<file path="config.mk">
export PLATFORM = sky130hd
export DESIGN_NAME = pinroute_regfile
export DESIGN_NICKNAME = d
export VERILOG_FILES = /design/src/rtl/pinroute_pkg.sv /design/src/rtl/pinroute_addr_dec.sv /design/src/rtl/pinroute_win_dec.sv /design/src/rtl/pinroute_redir_bank.sv /design/src/rtl/pinroute_regfile.sv
export SDC_FILE = /design/constraint.sdc
export NUM_CORES = 2
export LEC_CHECK = 0
export BUFFER_PORTS_ARGS = -buffer_cell sky130_fd_sc_hd__buf_2
export CELL_PAD_IN_SITES_DETAIL_PLACEMENT = 1
export CELL_PAD_IN_SITES_GLOBAL_PLACEMENT = 1
export CORE_AREA = 2 2 652 654
export CTS_BUF_LIST = sky130_fd_sc_hd__clkbuf_8 sky130_fd_sc_hd__clkbuf_16
export CTS_CLUSTER_SIZE = 24
export DETAILED_ROUTE_END_ITERATION = 12
export DIE_AREA = 0 0 654 656
export GPL_TIMING_DRIVEN = 0
export PLACE_DENSITY_LB_ADDON = 0.1
export SLEW_MARGIN = 30
export SYNTH_ARGS = -nofsm -noshare
export SYNTH_HDL_FRONTEND = slang
export SYNTH_SLANG_ARGS = --single-unit
</file>
<file path="constraint.sdc">
create_clock -name clk -period 21.5 [get_ports clk]
set_input_delay 2.15 -clock clk [delete_from_list [all_inputs] [get_ports clk]]
set_output_delay 2.15 -clock clk [all_outputs]
set_load 0.01 [all_outputs]
</file>
<file path="src/rtl/pinroute_pkg.sv">
package pinroute_pkg;

    localparam int          REG_W    = 32;
    localparam int          ENT_W    = 64;
    localparam logic [7:0]  OFF_SEL  = 8'h00;
    localparam logic [7:0]  OFF_WIN  = 8'h10;
    localparam logic [7:0]  VER_CODE = 8'h11;
    localparam logic [31:0] SPAN     = 32'h100;
    localparam logic [31:0] IDX_TBL  = 32'h10;

    typedef enum logic [2:0] {
        WK_ID,
        WK_VER,
        WK_ARB,
        WK_LO,
        WK_HI,
        WK_BAD
    } win_kind_e;

    // one redirection entry; the bit positions are decoded by the router
    typedef struct packed {
        logic [7:0]  dest;
        logic [38:0] rsvd;
        logic        mask;
        logic        trig;
        logic        rirr;
        logic        pol;
        logic        dstat;
        logic        dmode;
        logic [2:0]  dlv;
        logic [7:0]  vec;
    } redir_t;

    function automatic redir_t redir_reset_val();
        redir_t r;
        r      = '0;
        r.mask = 1'b1;
        return r;
    endfunction

    function automatic logic [REG_W-1:0] ver_word(input int pins);
        return {8'h00, 8'(pins - 1), 8'h00, VER_CODE};
    endfunction

endpackage

</file>
<file path="src/rtl/pinroute_addr_dec.sv">
module pinroute_addr_dec
    import pinroute_pkg::*;
#(
    parameter int ADDR_W = 32
) (
    input  logic [ADDR_W-1:0] addr,
    input  logic [ADDR_W-1:0] base,
    input  logic              en,
    output logic              claim,
    output logic              is_sel,
    output logic              is_win
);
    logic [ADDR_W:0] top_lim;

    // widened by one bit so a base near the top of the space cannot wrap
    assign top_lim = {1'b0, base} + (ADDR_W+1)'(SPAN);
    assign claim   = en && (addr >= base) && ({1'b0, addr} <= top_lim);
    assign is_sel  = (addr[7:0] == OFF_SEL);
    assign is_win  = (addr[7:0] == OFF_WIN);
endmodule

</file>
<file path="src/rtl/pinroute_win_dec.sv">
module pinroute_win_dec
    import pinroute_pkg::*;
#(
    parameter int NUM_PINS = 24,
    localparam int IDX_W   = $clog2(NUM_PINS)
) (
    input  logic [REG_W-1:0] sel,
    output win_kind_e        kind,
    output logic [IDX_W-1:0] idx
);
    logic [REG_W-1:0] ent_no;

    assign ent_no = (sel - IDX_TBL) >> 1;

    always_comb begin
        idx  = '0;
        kind = WK_BAD;
        if (sel == 32'd0) begin
            kind = WK_ID;
        end else if (sel == 32'd1) begin
            kind = WK_VER;
        end else if (sel == 32'd2) begin
            kind = WK_ARB;
        end else if (sel >= IDX_TBL && ent_no < REG_W'(NUM_PINS)) begin
            idx  = IDX_W'(ent_no);
            kind = sel[0] ? WK_HI : WK_LO;
        end
    end
endmodule

</file>
<file path="src/rtl/pinroute_redir_bank.sv">
module pinroute_redir_bank
    import pinroute_pkg::*;
#(
    parameter int NUM_PINS = 24,
    localparam int IDX_W   = $clog2(NUM_PINS)
) (
    input  logic                      clk,
    input  logic                      rst,
    input  logic                      wr_en,
    input  logic                      wr_hi,
    input  logic [IDX_W-1:0]          idx,
    input  logic [REG_W-1:0]          wr_data,
    output logic [ENT_W-1:0]          rd_ent,
    output logic [NUM_PINS*ENT_W-1:0] tbl_flat
);
    redir_t ent [NUM_PINS];

    for (genvar g = 0; g < NUM_PINS; g++) begin : g_ent
        always_ff @(posedge clk) begin
            if (rst) begin
                ent[g] <= redir_reset_val();
            end else if (wr_en && idx == IDX_W'(g)) begin
                if (wr_hi) ent[g][63:32] <= wr_data;
                else       ent[g][31:0]  <= wr_data;
            end
        end
        assign tbl_flat[g*ENT_W +: ENT_W] = ent[g];
    end

    assign rd_ent = ent[idx];
endmodule

</file>
<file path="src/rtl/pinroute_regfile.sv">
module pinroute_regfile
    import pinroute_pkg::*;
#(
    parameter int                NUM_PINS  = 24,
    parameter int                ADDR_W    = 32,
    parameter logic [ADDR_W-1:0] BASE_ADDR = ADDR_W'(32'hFEC0_0000),
    localparam int               IDX_W     = $clog2(NUM_PINS)
) (
    input  logic                      clk,
    input  logic                      rst,
    input  logic [ADDR_W-1:0]         bus_addr,
    input  logic                      bus_wr,
    input  logic                      bus_rd,
    input  logic [31:0]               bus_wdata,
    output logic [31:0]               bus_rdata,
    output logic                      bus_claim,
    input  logic                      cfg_wr,
    input  logic                      cfg_en,
    input  logic [ADDR_W-1:0]         cfg_base,
    output logic                      map_enable,
    output logic [NUM_PINS*64-1:0]    redir_tbl,
    output logic                      bad_sel
);
    logic              en_q;
    logic [ADDR_W-1:0] base_q;
    logic [REG_W-1:0]  sel_q;
    logic [3:0]        id_q;
    logic              claim, is_sel, is_win;
    win_kind_e         kind;
    logic [IDX_W-1:0]  idx;
    logic [ENT_W-1:0]  ent_rd;
    logic              wr_act, rd_act, ent_wr;
    logic [REG_W-1:0]  win_rd, rd_next;

    pinroute_addr_dec #(.ADDR_W(ADDR_W)) u_adec (
        .addr   (bus_addr),
        .base   (base_q),
        .en     (en_q),
        .claim  (claim),
        .is_sel (is_sel),
        .is_win (is_win)
    );

    pinroute_win_dec #(.NUM_PINS(NUM_PINS)) u_wdec (
        .sel  (sel_q),
        .kind (kind),
        .idx  (idx)
    );

    assign wr_act = bus_wr && claim;
    assign rd_act = bus_rd && claim;
    assign ent_wr = wr_act && is_win && (kind == WK_LO || kind == WK_HI);

    pinroute_redir_bank #(.NUM_PINS(NUM_PINS)) u_bank (
        .clk      (clk),
        .rst      (rst),
        .wr_en    (ent_wr),
        .wr_hi    (kind == WK_HI),
        .idx      (idx),
        .wr_data  (bus_wdata),
        .rd_ent   (ent_rd),
        .tbl_flat (redir_tbl)
    );

    always_comb begin
        unique case (kind)
            WK_ID, WK_ARB: win_rd = {4'h0, id_q, 24'h0};
            WK_VER:        win_rd = ver_word(NUM_PINS);
            WK_LO:         win_rd = ent_rd[31:0];
            WK_HI:         win_rd = ent_rd[63:32];
            default:       win_rd = '0;
        endcase
    end

    always_comb begin
        rd_next = '0;
        if (rd_act) begin
            if (is_sel)      rd_next = sel_q;
            else if (is_win) rd_next = win_rd;
        end
    end

    always_ff @(posedge clk) begin
        if (rst) begin
            en_q      <= 1'b1;
            base_q    <= BASE_ADDR;
            sel_q     <= '0;
            id_q      <= '0;
            bus_rdata <= '0;
            bad_sel   <= 1'b0;
        end else begin
            if (cfg_wr) begin
                en_q   <= cfg_en;
                base_q <= cfg_base;
            end
            if (wr_act && is_sel)
                sel_q <= bus_wdata;
            if (wr_act && is_win && kind == WK_ID)
                id_q <= bus_wdata[27:24];
            bus_rdata <= rd_next;
            bad_sel   <= (wr_act || rd_act) && is_win && (kind == WK_BAD);
        end
    end

    assign bus_claim  = claim;
    assign map_enable = en_q;
endmodule

</file>
==> flow_summary.ini <==
[outcome]
outcome = complete, no violations

[cts]
root_buffer = clkbuf_16
numClockSinks = 1638
cts_buffers = 213
postCtsHoldBufs = 0
insertion_delay_ps = 1050
cts_tree = done
clock_path_buffers = 4
clkTransAtPathRegs_ps = 60
htreeDepth = 4
cts_setup_buffers = 0
cts-resized-gates = 0

[yosys]
synthFlopType = edfxtp_1
synth.top_cell.area_share_pct = 64.2
synth_area_leader_cell = edfxtp_1
synth_edf_count = 1536
syn_nets = 6552
ys_top_cells_by_area = edfxtp_1 (64%), nor2_1 (8.9%), o22ai_1 (4.1%), nand2_1 (3.3%), dfxtp_1 (2.8%)
syn_area_sq_um = 71900
yosysWarnings = 0
synth-seq-area-share_pct = 67.0
synth-seq-cells = 1638
yosysMostFrequentCell = nor2_1
async_flop_share_pct = 0
syn_area_per_cell_sq_um = 11.2
yosysUniqueCellTypes = 88
yosys-top-cells-count = nor2_1 (1710), edfxtp_1 (1536), nand2_1 (626)
synthCells = 6392

[floorplan]
num_rows = 239
pin_count = 1673
die_h_um = 656
start_util_pct = 17.0
die_width_um = 654
core-area_sq_um = 422000
fp.dieArea_sq_um = 429000

[worst_hold_path]
holdCritStartpoint = base_q[1]
hold_path_class = flop to flop

[sta]
setup_tns_ps = 0
clock.fmax_mhz = 106
finalSetupViolations = 0
period_share_pct = 43.9
min_period_ps = 9440
rsz0062_at_grt = false
slew_violations = 0
clock-skew-final_ps = 154
slew_headroom_pct = 15.6
worst_pin_slew_ps = 1260
hold_viol = 0

[global_route]
grt_remaining_overflow = 0
grt_use_total_pct = 38.9
antenna_found_initial = 241
grt_pass1_wl_um = 1020000
grt_max_degree = 33
grt_pass1_vias = 71375

[worst_setup_path]
worstPathMaxFanout = 11
worst_setup_path_end_kind = flop
cp.required_ps = 22210
cp_slowest_stage_delay_ps = 980
cp_slowest_cell = nor3_2
start_kind = flop
worstPathArrival_ps = 10140
crit_path_frequent_cell = buf_2
crit_start = sel_q[4]
r2r_slack_ps = 12060
crit_chain = buf_2 > inv_1 > clkbuf_2 > ha_1 > nor4b_4 > nand4_1 > buf_2 > o21ai_1 > and2_4 > nand4_2 > nor3_2 > buf_2 > buf_2 > buf_2 > o22ai_1 > o21ai_1 > nand4_1 > a31oi_2
reg2reg_from = sel_q[4]
critical_path_class = flop to flop

[placed_design]
place.port_buffers = 1652
hpwl_um = 710000
gp_congestion = 1.01

[layout]
drive_gt1_share_pct = 32.3
nets = 8665
syn_to_final_growth_pct = 40.7
final_util_pct = 23.9

[detailed_routing]
ant_nets = 0
via_count = 78345
drt_iter0_drc = 13963
drt-wirelength-per-cell_um = 59.7
viasPerCell = 5.40
dr.pass1.iters = 6
wl_um = 867000
drc = 0

[power]
leakage_uw = 0.0357
peakVddDrop_mv = 0.0700
power.density_nw_per_um2 = 82.3

[flow_run]
max-cap-violations = 0
[power by group]
group	internal [uW]	switching (uW)	total (uW)
clock network	1920	1690	3610
registers	3640	268	3910
logic	221	584	805
[state kept, by name, indices dropped and copies added (netlist names)]
| register | cells |
|---|---|
| bad_sel | 1 |
| bus_rdata | 32 |
| u_bank.ent | 1536 |
| map_enable | 1 |
| id_q | 4 |
| sel_q | 32 |
| base_q | 32 |
[area by class of cell]
class / count / area [sq um]
tap: 5663 / 7090
timing repair buffer: 1898 / 13700
buffer: 545 / 2720
inverter: 47 / 176
clock inverter: 168 / 1250
multi-input combinational: 4162 / 22200
sequential: 1638 / 48200
antenna: 179 / 448
clock buffer: 213 / 5330
fill: 47834 / 321000
[layout by cell type, fill, tap and decap left out, types with 27 or more instances in the layout]
cell type and instances:
buf_16 135, buf_4 40, dfxtp_1 102, nand3_1 118, buf_2 1806, a21oi_1 152, o21ai_1 38, and3_1 34
o211ai_1 27, nand2_1 600, o21ai_0 204, diode_2 179, nor2_1 1692, edfxtp_1 1536, clkbuf_16 213, clkinv_2 30
nand4_1 31, ha_1 58, inv_1 112, o22ai_1 465, mux2i_1 96, clkbuf_1 111, o22a_1 34, buf_12 48
clkinv_1 46, clkbuf_2 221, nor3_1 57, o221ai_1 56, buf_8 28
[cell families (layout without fill, tap and decap cells)]
kind of cell	Yosys count	count (layout)	synth area share, %
buffers and inverters	592	2871	3.40
flip-flops	1638	1638	67.0
XOR/XNOR	25	25	0.305
AO/OA/AOI/OAI	1248	1248	11.1
adder cells (fa/ha/maj)	58	58	1.01
other	0	179	0
multiplexers	118	118	1.68
AND/OR/NAND/NOR	2713	2713	15.4
[metrics by stage]
stage	instance area, sq um	total power [uW]	std cells	hold WS, ps	setup slack (ps)
after floorplan	71900	4000	6392	457	14060
after global routing	101000	8410	14417	526	11970
final	101000	8320	14513	503	12060
after CTS	101000	8300	14332	507	12220
after global placement	87200	4700	13707	477	4890
after detailed placement	94000	4760	13951	493	12440
[critical path, delay by kind of cell, from the launching register on]
kind	cells	cell delay, ps
buffers and inverters	7	3660
AND/OR/NAND/NOR	6	2650
AO/OA/AOI/OAI	4	1990
flip-flops	1	350
adder cells (fa/ha/maj)	1	280
[layer usage]
layer,GRT usage (%),wire (um),vias up
met2,61.0,390000,6832
met4,30.9,82700,52
met1,45.3,313000,41929
met5,0,342,-
met3,9.28,81600,1719
li1,-,-,27813
[path summary, 6_finish.rpt]
| check | end | depth (start not counted) |
|---|---|---|
| worst min register to register | base_q[1] | 2 |
| worst max-delay path | bus_rdata[17] | 18 |
| worst min-delay path | base_q[1] | 2 |
| worst max register to register | bus_rdata[17] | 18 |
Note: power is estimated with default switching activity, not from simulation.
